**config.mk**
```make
export PLATFORM = sky130hd
export DESIGN_NAME = vec_irq_periph
export DESIGN_NICKNAME = d
export VERILOG_FILES = /design/src/rtl/vip_pkg.sv /design/src/rtl/vip_decode.sv /design/src/rtl/vip_irq_ctl.sv /design/src/rtl/vip_data_regs.sv /design/src/rtl/vip_rd_drive.sv /design/src/rtl/vec_irq_periph.sv
export SDC_FILE = /design/constraint.sdc
export NUM_CORES = 1
export LEC_CHECK = 0
export BUFFER_PORTS_ARGS = -buffer_cell sky130_fd_sc_hd__buf_2
export CORE_AREA = 2 2 71 73
export CTS_CLUSTER_SIZE = 14
export DETAILED_ROUTE_END_ITERATION = 6
export DIE_AREA = 0 0 73 75
export GPL_ROUTABILITY_DRIVEN = 0
export GPL_TIMING_DRIVEN = 0
export RECOVER_POWER = 100
export SLEW_MARGIN = 10
export SYNTH_ARGS = -nofsm -noshare
export SYNTH_HDL_FRONTEND = slang
export SYNTH_HIERARCHICAL = 1
export SYNTH_SLANG_ARGS = --single-unit
```
**constraint.sdc**
```tcl
create_clock -name clk -period 1.8 [get_ports clk]
set_clock_uncertainty 0.2 [all_clocks]
set_input_delay 0.36 -clock clk [delete_from_list [all_inputs] [get_ports clk]]
set_output_delay 0.36 -clock clk [all_outputs]
set_load 0.05 [all_outputs]
```
**src/rtl/vip_pkg.sv**
```systemverilog
package vip_pkg;
  typedef struct packed {
    logic rd_in;
    logic rd_out;
    logic rd_ctl;
    logic wr_out;
    logic wr_ctl;
  } vip_strobe_t;

  localparam int CTL_MASK_BIT = 0;
  localparam int CTL_OVR_BIT  = 1;
  localparam int CTL_PEND_BIT = 2;
endpackage

```
**src/rtl/vip_decode.sv**
```systemverilog
module vip_decode
  import vip_pkg::*;
#(
  parameter int ADDR_W = 16,
  parameter logic [ADDR_W-1:0] BASE = 16'h8000
) (
  input  logic [ADDR_W-1:0] addr,
  input  logic              rd,
  input  logic              wr,
  input  logic              ack,
  output vip_strobe_t       stb
);
  localparam logic [ADDR_W-1:0] A_IN  = BASE;
  localparam logic [ADDR_W-1:0] A_OUT = BASE + 1;
  localparam logic [ADDR_W-1:0] A_CTL = BASE + 2;

  logic rd_ok;
  assign rd_ok = rd & ~ack;   // acknowledge owns the bus

  always_comb begin
    stb.rd_in  = rd_ok && (addr == A_IN);
    stb.rd_out = rd_ok && (addr == A_OUT);
    stb.rd_ctl = rd_ok && (addr == A_CTL);
    stb.wr_out = wr && (addr == A_OUT);
    stb.wr_ctl = wr && (addr == A_CTL);
  end
endmodule

```
**src/rtl/vip_irq_ctl.sv**
```systemverilog
module vip_irq_ctl (
  input  logic clk,
  input  logic rst,
  input  logic in_valid,
  input  logic rd_in,
  input  logic wr_ctl,
  input  logic wmask,
  input  logic wovr_clr,
  output logic pending,
  output logic mask,
  output logic overrun,
  output logic int_req
);
  logic pend_n, mask_n;

  always_comb begin
    pend_n = (pending & ~rd_in) | in_valid;
    mask_n = wr_ctl ? wmask : mask;
  end

  always_ff @(posedge clk) begin
    if (rst) begin
      pending <= 1'b0;
      mask    <= 1'b0;
      overrun <= 1'b0;
      int_req <= 1'b0;
    end else begin
      pending <= pend_n;
      mask    <= mask_n;
      int_req <= pend_n & ~mask_n;
      if (in_valid && pending && !rd_in) overrun <= 1'b1;
      else if (wr_ctl && wovr_clr)       overrun <= 1'b0;
    end
  end

  assert_masked_quiet_R7: assert property (@(posedge clk) disable iff (rst)
    mask |-> !int_req);
  assert_read_clears_R3: assert property (@(posedge clk) disable iff (rst)
    (rd_in && !in_valid) |=> !pending);
  assert_overrun_set_R8: assert property (@(posedge clk) disable iff (rst)
    (in_valid && pending && !rd_in) |=> overrun);
  assert_no_false_ovr_R9: assert property (@(posedge clk) disable iff (rst)
    (rd_in && !overrun && !(wr_ctl && !wovr_clr && 1'b0)) |=> !overrun);
endmodule

```
**src/rtl/vip_data_regs.sv**
```systemverilog
module vip_data_regs #(
  parameter int DATA_W = 8
) (
  input  logic              clk,
  input  logic              rst,
  input  logic              in_valid,
  input  logic [DATA_W-1:0] in_data,
  input  logic              wr_out,
  input  logic [DATA_W-1:0] wdata,
  output logic [DATA_W-1:0] in_reg,
  output logic [DATA_W-1:0] out_reg
);
  always_ff @(posedge clk) begin
    if (rst) begin
      in_reg  <= '0;
      out_reg <= '0;
    end else begin
      if (in_valid) in_reg  <= in_data;
      if (wr_out)   out_reg <= wdata;
    end
  end

  assert_out_update_R6: assert property (@(posedge clk) disable iff (rst)
    wr_out |=> out_reg == $past(wdata));
  assert_in_capture_R2: assert property (@(posedge clk) disable iff (rst)
    in_valid |=> in_reg == $past(in_data));
endmodule

```
**src/rtl/vip_rd_drive.sv**
```systemverilog
module vip_rd_drive
  import vip_pkg::*;
#(
  parameter int DATA_W = 8,
  parameter logic [DATA_W-1:0] VECTOR = 8'd16
) (
  input  logic              clk,
  input  logic              rst,
  input  logic              ack,
  input  vip_strobe_t       stb,
  input  logic [DATA_W-1:0] in_reg,
  input  logic [DATA_W-1:0] out_reg,
  input  logic [DATA_W-1:0] ctl_word,
  output logic [DATA_W-1:0] rdata,
  output logic              oe
);
  always_ff @(posedge clk) begin
    if (rst) begin
      rdata <= '0;
      oe    <= 1'b0;
    end else begin
      oe <= ack | stb.rd_in | stb.rd_out | stb.rd_ctl;
      if (ack)             rdata <= VECTOR;
      else if (stb.rd_in)  rdata <= in_reg;
      else if (stb.rd_out) rdata <= out_reg;
      else if (stb.rd_ctl) rdata <= ctl_word;
      else                 rdata <= '0;
    end
  end

  assert_ack_vector_R4: assert property (@(posedge clk) disable iff (rst)
    ack |=> (oe && rdata == VECTOR));
  assert_idle_release_R11: assert property (@(posedge clk) disable iff (rst)
    !(ack || stb.rd_in || stb.rd_out || stb.rd_ctl) |=> !oe);
endmodule

```
**src/rtl/vec_irq_periph.sv**
```systemverilog
module vec_irq_periph
  import vip_pkg::*;
#(
  parameter int ADDR_W = 16,
  parameter int DATA_W = 8,
  parameter logic [ADDR_W-1:0] BASE = 16'h8000,
  parameter logic [DATA_W-1:0] VECTOR = 8'd16
) (
  input  logic              clk,
  input  logic              rst,
  input  logic [ADDR_W-1:0] bus_addr,
  input  logic [DATA_W-1:0] bus_wdata,
  input  logic              bus_wr,
  input  logic              bus_rd,
  input  logic              int_ack,
  input  logic              in_valid,
  input  logic [DATA_W-1:0] in_data,
  output logic              int_req,
  output logic [DATA_W-1:0] bus_rdata,
  output logic              bus_oe,
  output logic [DATA_W-1:0] out_port
);
  vip_strobe_t stb;
  logic pending, mask, overrun;
  logic [DATA_W-1:0] in_reg, out_reg, ctl_word;

  vip_decode #(.ADDR_W(ADDR_W), .BASE(BASE)) u_dec (
    .addr(bus_addr), .rd(bus_rd), .wr(bus_wr), .ack(int_ack), .stb(stb));

  vip_irq_ctl u_irq (
    .clk(clk), .rst(rst), .in_valid(in_valid), .rd_in(stb.rd_in),
    .wr_ctl(stb.wr_ctl), .wmask(bus_wdata[CTL_MASK_BIT]),
    .wovr_clr(bus_wdata[CTL_OVR_BIT]), .pending(pending), .mask(mask),
    .overrun(overrun), .int_req(int_req));

  vip_data_regs #(.DATA_W(DATA_W)) u_regs (
    .clk(clk), .rst(rst), .in_valid(in_valid), .in_data(in_data),
    .wr_out(stb.wr_out), .wdata(bus_wdata), .in_reg(in_reg), .out_reg(out_reg));

  always_comb begin
    ctl_word = '0;
    ctl_word[CTL_MASK_BIT] = mask;
    ctl_word[CTL_OVR_BIT]  = overrun;
    ctl_word[CTL_PEND_BIT] = pending;
  end

  vip_rd_drive #(.DATA_W(DATA_W), .VECTOR(VECTOR)) u_drv (
    .clk(clk), .rst(rst), .ack(int_ack), .stb(stb), .in_reg(in_reg),
    .out_reg(out_reg), .ctl_word(ctl_word), .rdata(bus_rdata), .oe(bus_oe));

  assign out_port = out_reg;

  assert_ack_keeps_req_R5: assert property (@(posedge clk) disable iff (rst)
    (int_ack && int_req && !in_valid && !stb.wr_ctl) |=> int_req);
endmodule

```
==> results of run 1 <==
[layer usage]
layer / global-route usage (%) / share of wire (%)
met1: 16.7 / 46
met2: 18.5 / 44
met3: 5.09 / 8.2
met4: 4.94 / 1.4
met5: 0 / 0
[cells in the mapped netlist (2+ instances only)]
cell type and number:
dfxtp_1 29, inv_1 10, nor3_1 4, nor2_1 19
a211oi_2 3, nand3b_1 9, a21oi_1 9, mux2i_1 16
nand4_1 2, buf_6 7, nor4_2 2, a221oi_2 7
nand2b_1 2
[kinds of logic after synthesis]
family | Yosys count | synth area share [%]
DFF | 29 | 43.0
and+or+nand+nor | 44 | 19.8
muxes | 17 | 13.0
AOI/OAI and AO/OA | 20 | 14.6
buffers and inverters | 19 | 9.35
other | 1 | 0.278
[cells in the final DEF (no fill, tap or decap), types with 2 or more instances in the layout]
master    Yosys  final
mux2i_1      16     16
buf_6         7      9
nand3b_1      9      9
a21oi_1       9      7
nor2_1       19     18
nor4_4        0      2
clkbuf_2      1      8
nand4_1       2      2
a221oi_2      7      7
conb_1        1      5
clkbuf_1      0     13
a211oi_2      3      3
buf_2         1     34
buf_4         0     10
inv_1        10     10
dfxtp_1      29     29
nor3_2        0      2
clkbuf_8      0      6
[repair_timing]
item,in CTS,in global routing
setup buffers,8,4
pin swaps,5,8
resized for setup,1,10
setup endpoints to repair,8,20
[worst max-delay path: cells and delay by family]
| kind | cells | cell delay, ps |
|---|---|---|
| simple gates | 3 | 640 |
| buf+inv | 3 | 480 |
| compound gates | 2 | 320 |
[worst max path at each step]
| stage | cells past startpoint | slack [ps] | from | endpoint |
|---|---|---|---|---|
| 6_report | 8 | -30 | bus_addr[10] | u_drv/rdata[1] |
| 5_1_grt | 8 | -110 | bus_addr[5] | u_drv/rdata[2] |
| 4_1_cts | 8 | -9 | bus_addr[6] | u_drv/rdata[1] |
| 3_5_place_dp | 7 | -450 | bus_addr[5] | u_drv/rdata[5] |
| 3_3_place_gp | 7 | -450 | bus_addr[5] | u_drv/rdata[5] |
| 2_1_floorplan | 6 | -90 | bus_addr[9] | u_drv/rdata[5] |
[area by class of cell]
class,instances,share of cell area [%]
clock buffers,7,4.40
multi-input cells,86,36.9
plain buffers,9,4.34
well taps,54,3.44
flip-flops and latches,29,29.6
repair buffers,66,19.5
inverters,10,1.91
[through the flow]
step	std cells	worst slack [ps]	cell area, sq um
detailed placement	243	-451	1740
CTS	258	-8.70	1890
floorplan	134	-86.5	1400
global placement	243	-450	1740
global route	261	-107	1960
finish	261	-25.6	1960
[power groups by stage]
stage / Sequential [W] / Clock [W] / Combinational, W
2_1_floorplan: 0.000694 / 0 / 0.0000596
3_3_place_gp: 0.000681 / 0 / 0.000139
3_5_place_dp: 0.000682 / 0 / 0.000140
4_1_cts: 0.000668 / 0.000545 / 0.000141
5_1_grt: 0.000670 / 0.000571 / 0.000159
6_report: 0.000669 / 0.000526 / 0.000145
==> results summary, run 1 <==
The run finished, with violations left. The final reports fail on setup timing. Counting flops with an async set or reset pin after synthesis yields a share of 0%. The logic gate share of total power came out at 10.8%. By startpoint and endpoint, the worst setup path is classified as in -> reg. The internal power consumption came out at 0.00103 W.

The via count of the routed design came out at 1154. The initial antenna violation count came to 0. After legalization and detailed placement, the total HPWL measured 2.39 mm. The critical-path maximum fanout came out at 8. The type of element launching the critical path is an input pin. Setup repair after global routing could not meet its margin everywhere. The multi-input combinational cells in the finished layout cover a total of 723 sq um. After synthesis, flip-flops and latches occupy 43.0% of the total area. The hold buffer count at cts is 0. Setup violations remaining at the end of the flow were counted as 4. Power comes to 0.00134 W.

The leakage power summed over all cells is 0.803 nW. Of all cell types, the one taking the most synthesized area is dfxtp_1. The fraction of power spent switching nets is 23.1%. For this run, the top clock speed supported by timing is 548 MHz.

The routed wirelength normalized by instance count is 12.5 microns. The net switching power of the design came out at 0.000310 W. The count of cells along the worst register-to-register path came out at 2.

The number of enable flip-flop cells after synthesis came out at 0. Summing all flip-flop and latch instances after layout gives 581 sq um. The synthesized area came out at 1350 sq um. For this block, the initial DRC count from the detailed router was 25. The clock slew seen by the registers of the worst setup and hold paths is 60 ps. On the worst path, the slowest cell contributes a delay of 270 ps. The final critical-path required period came out at 1830 ps.

The ratio of routed vias to standard cells is 4.42. The tightest hold path in the finished design has a slack of 117 ps. The slew at the pin with the worst max-slew slack is 630 ps. The worst register-to-register path ends at u_irq/int_req.

The smallest setup slack after layout is -25.6 ps. By area the synthesized netlist is led by dfxtp_1 43%, mux2i_1 12%, a221oi_2 7.8%, buf_6 5.8%, nor2_1 5.3%. The overall routed net length is 3.27 mm.

The utilization of the core after routing came out at 42.1%. The overflow left after global routing came out at 0. The number of nets with antenna violations after detailed routing is 0. The mean instance size in the synthesized netlist came out at 10.4 sq um.

For this run, the number of Yosys warnings is 6. The core region area is 4660 sq um. The critical path goes through buf_2, nor4_4, nand4_1, buf_4, nor3_4, buf_6, a21oi_1, a221oi_2.

The final clock period utilization by the worst path is 101%. The number of global-route vias before repair came out at 1119. The remaining design rule violation count is 0. The antenna diode count is 0.

The number of iterations in the first detailed-routing pass came out at 3. The sequential fraction of design power came out at 49.9%. The capture endpoint of the worst hold path is u_regs/out_reg[4]. The share of layout cells above drive strength 1 is 44.0%. The number of top-level design ports came out at 56. The worst max-slew margin expressed relative to the limit is 58.0%. The number of stages on the worst hold path came out at 3. The tightest min-delay check is of the in -> reg type. The final hold violation count is 0.

The launch point of the worst hold path is bus_wdata[4]. The number of maximum-capacitance violations came out at 0. The count of port buffers added during placement is 55. The total number of clock tree sinks came out at 29. The arrival time of data at the critical path endpoint is 1810 ps. The worst register-to-register path begins at u_irq/mask. The clock tree synthesis step divided the H-tree into 2 levels.

The area growth from synthesis to layout came out at 45.2%. Measured along the x axis, the die boundary spans 73 microns. From bottom edge to top edge, the die measures 75 microns.

The instance count of the mapped netlist came out at 130. The largest individual stage delay along the critical path comes from the cell nor4_4. The power per unit of standard cell area is 683 nW/um^2. The final-layout fill cell count is 449. The row count came out at 25. The worst-case clock buffer depth is 2.

The number of clock buffers inserted by TritonCTS is 5. The clock latency at the later pin of the worst-skew pair is 280 ps. The largest vdd supply drop came out at 0.000225 V.

In the synthesized netlist the dominant register cell turns out to be dfxtp_1. In the final design database the tool counted 245 nets. Of the post-synthesis cell area, the dominant cell type holds 43.0%. The wire length of the first global-routing pass came out at 5.24 mm.

Once the floorplan was initialized, standard cells occupied 29.0% of the core. STA classifies the critical path endpoint as a flop. The clock group share of total power is 39.2%. After routing, the total negative slack on setup checks comes to -57.6 ps.

The clock tree root buffer cell is clkbuf_8. Entering global routing, the biggest net connects 11 pins. TritonCTS built the clock tree. The slack of the worst reg-to-reg path is 770 ps.

The overall routing resource usage is 12.7%. The distinct cell type count of the synthesized netlist is 24. The final count of pins violating max slew is 0.

The die footprint came out at 5480 sq um. At the worst endpoint, the required time is 1780 ps. The flip-flop and latch count after synthesis came out at 29.
No activity file was read; power rests on OpenSTA's default activity.
==> run 2: changes to the inputs <==
CORE_AREA = 2 2 68 70   (was 2 2 71 73)
DIE_AREA = 0 0 70 72   (was 0 0 73 75)
SYNTH_HIERARCHICAL = unset   (was 1)
==> run 2 against run 1 <==
The flow now finishes without violations. Area after synthesis down 7.4%. Maximum frequency up 1.6%. Critical path depth down 3. Final cell count down 5.0%. Synthesized cell count up 0.77%. Worst hold slack better by 1.7 ps. Largest power group is now the clock network.
==> results summary, run 2 <==
The total number of yosys warnings is 0 (-6). The core region area is 4260 sq um (-8.5%). The number of top-level design ports came out at 56 (unchanged).

The count of cells along the worst register-to-register path came out at 4 (+2). The clock latency at the later pin of the worst-skew pair came out at 280 ps (about the same). The antenna diode count is 0 (unchanged). The final count of pins violating max slew came to 0 (unchanged). The number of nets at the end of the flow came to 233 (-4.9%). The clock slew seen by the registers of the worst setup and hold paths was 70 ps (about the same). The number of maximum-capacitance violations came to 0 (unchanged). The final-layout fill cell count came out at 463 (+3.1%). The die footprint was 5040 sq um (-7.9%). The distinct cell type count of the synthesized netlist was 30 (+25%). The routed wirelength normalized by instance count is 13.9 microns (+11%).

The area fraction in and, or, nand and nor cells after synthesis is 24.0% (+4.2 points). dfxtp_1 is the most common cell in the netlist. The sequential element share of the synthesized area is 46.4% (+3.4 points). The min-delay analysis places its worst path in the category in -> reg. The flip-flop and latch count after synthesis is 29 (unchanged).

The instance count of the mapped netlist is 131 (+0.77%). The power per unit of standard cell area came out at 873 nW/um^2 (+28%). The area share of xor/xnor cells in the synthesized design is 0% (unchanged). The critical-path maximum fanout came out at 5 (-3).

The clock group share of total power is 46.3% (+7.1 points). The share of layout cells above drive strength 1 came out at 35.2% (-8.8 points). The data required time at the worst endpoint is 1770 ps (about the same).

Relative to the synthesized area, the layout overhead comes to 38.6%. The wire length of the first global-routing pass is 5.51 mm (+5.3%). The async set-or-reset flop fraction in the synthesized netlist is 0% (unchanged). The synthesized area came to 1250 sq um (-7.4%). The number of DRC violations after detailed-routing iteration 0 came out at 18 (-28%). The maximum achievable frequency came to 557 MHz (+1.6%). The multiplexer share of the synthesized area was 10.4% (-2.6 points). The mean instance size in the synthesized netlist is 9.55 sq um (-8.1%). The final clock period utilization by the worst path came out at 99.8% (-1.6 points). The sequential fraction of design power came to 44.1% (-5.8 points). The fraction of the mapped netlist area in compound gates is 15.4% (+0.77 points).

By area the synthesized netlist is led by dfxtp_1 46%, mux2i_1 10%, a21oi_1 5.6%, nor2_1 4.8%, nand3_1 4.0%. Setup repair after global routing could not meet its margin everywhere. The most frequent standard cell in the layout excluding fill and tap cells is buf_2.

The worst setup path is captured at a flop. The final setup violation count is 0 (-4). The row count came out at 24 (-4.0%). The synthesized-area fraction occupied by adder cells is 0% (unchanged). The number of nets with antenna violations after detailed routing is 0 (unchanged). The worst max-slew margin expressed relative to the limit was 49.3% (-8.7 points).

The initial antenna violation count is 0 (unchanged). The number of clock buffers inserted by TritonCTS is 5 (unchanged). The slew at the pin with the worst max-slew slack is 761 ps (+131 ps). The number of global-route vias before repair is 1152 (+2.9%). The worst hold path begins at in_data[7].

The number of H-tree levels is 2 (unchanged). The count of port buffers added during placement is 54 (-1.8%). The startpoint of the worst-slack reg-to-reg timing path is u_irq.pending.

The fraction of power spent switching nets is 22.4% (-0.66 points). The flow ran to the end, and the final reports show no timing, DRC or antenna violations. The worst register-to-register path ends at u_irq.int_req. The largest family of logic cells by synthesized area is simple AND/OR/NAND/NOR gates. When the netlist entered floorplanning its net count stood at 169. The number of iterations in the first detailed-routing pass is 4 (+1).

The hold buffer count at cts came out at 0 (unchanged). The worst-case clock buffer depth is 2 (unchanged). The CTS tree is yes. The worst setup path is launched from an input pin.

The ratio of routed vias to standard cells came out at 4.77 (+7.9%). The remaining design rule violation count is 0 (unchanged). The slack of the worst reg-to-reg path is 740 ps (-30 ps).

The post-detailed-placement half-perimeter wirelength came out at 2.53 mm (+6.0%). The final critical-path required period was 1800 ps (-29.4 ps). The initial standard-cell utilization of the core is 29.3% (+0.35 points). For this run, the leading register cell type out of synthesis is dfxtp_1.

The overall routed net length is 3.45 mm (+5.5%). The die extent in x was 70 microns (-4.1%). The overall routing resource usage came to 14.1% (+1.4 points). The leakage power summed over all cells came out at 0.710 nW (-12%). The logic gate share of total power came to 9.6% (-1.2 points). The largest vdd supply drop is 0.000284 V (+26%).

The die boundary height is 72 microns (-4.0%). The final hold violation count came out at 0 (unchanged). The number of enable flip-flop cells after synthesis is 0 (unchanged). The internal power consumption is 0.00117 W (+14%). The total number of clock tree sinks is 29 (unchanged). The area of combinational cells with multiple inputs is 623 sq um (-14%). The startpoint-to-endpoint class of the critical path is in -> reg.

The via count of the routed design is 1183 (+2.5%). The area fraction of the dominant cell type after synthesis came out at 46.4% (+3.4 points). The sequential standard cell area came out at 581 sq um (unchanged). The net switching power of the design is 0.000340 W (+9.7%).

The setup total negative slack is 0 ps (+57.6 ps). The number of stages on the worst hold path is 3 (unchanged). The maximum number of pins on one net before global-route repair is 11 (unchanged). The hold slack came out at 118 ps (+1.74 ps). The arrival time of data at the critical path endpoint is 1770 ps (-40 ps).

Ranked by instance count, the synthesized netlist is headed by 29 x dfxtp_1, 16 x nor2_1, 14 x a21oi_1, 13 x mux2i_1. For hold timing, the worst endpoint is u_regs.in_reg[7]. The overflow left after global routing came out at 0 (unchanged). In the layout the commonest cells are 35 x buf_2, 29 x dfxtp_1, 16 x nor2_1. In this run the clock root is driven by a clkbuf_8. The largest total area in the synthesized netlist belongs to dfxtp_1.
-- run 2: worst max-delay path, cell delays in order --
cell and delay [ps]:
buf_6 100, nor4b_4 400, nand3_2 190, or4_4 460
o221a_1 270
-- run 2: worst max-delay path by stage --
stage / start / end / slack [ps] / cells after the start
floorplan: bus_addr[14] / u_drv.rdata[0] / -70 / 4
global placement: bus_addr[14] / u_drv.rdata[1] / -320 / 5
detailed placement: bus_addr[14] / u_drv.rdata[1] / -320 / 5
CTS: bus_addr[5] / u_irq.overrun / 10 / 6
global route: bus_addr[14] / u_drv.rdata[2] / -50 / 5
finish: bus_addr[14] / u_drv.rdata[2] / 4 / 5
-- run 2: cells by family after synthesis --
kind of cell    after synthesis
compound gates               31
buf+inv                      12
flops                        29
mux                          13
simple gates                 46
-- run 2: per-layer routing --
metal | wire [microns] | track usage [%] | vias to the layer above
li1 | - | - | 600
met2 | 1700 | 22.9 | 33
met5 | 0 | 0 | -
met3 | 154 | 3.19 | 4
met4 | 48 | 6.62 | 0
met1 | 1550 | 17.9 | 546
-- run 2: timing repair --
action,4_1_cts,5_1_grt
resized for setup,1,5
pin swaps,1,4
setup buffers,2,2
hold endpoints to repair,0,0
setup endpoints to repair,4,10
cloned,0,0
-- run 2: area by class of cell --
cell class	instances	area share [%]
repair buffers	58	17.2
clock inverters	2	2.16
multi-input cells	90	35.9
inverters	4	0.866
plain buffers	7	1.80
well taps	52	3.75
flip-flops and latches	29	33.5
clock buffers	6	4.76
-- run 2: through the flow --
stage | setup WS [ps] | instances | cell area [sq um] | power [W] | utilization, %
after floorplan | -74.6 | 131 | 1250 | 0.000752 | -
after global placement | -317 | 237 | 1590 | 0.000821 | 37.2
after detailed placement | -315 | 237 | 1590 | 0.000822 | 37.2
after CTS | 11.7 | 247 | 1720 | 0.00152 | 40.4
after global routing | -49.8 | 248 | 1730 | 0.00157 | 40.7
final | 3.80 | 248 | 1730 | 0.00151 | 40.7
-- run 2: power groups by stage --
stage          logic [W]  registers [W]  clock network, W
5_1_grt         0.000158       0.000669          0.000741
2_1_floorplan  0.0000581       0.000694                 0
3_5_place_dp    0.000141       0.000682                 0
4_1_cts         0.000143       0.000667          0.000712
3_3_place_gp    0.000139       0.000681                 0
6_report        0.000145       0.000668          0.000701
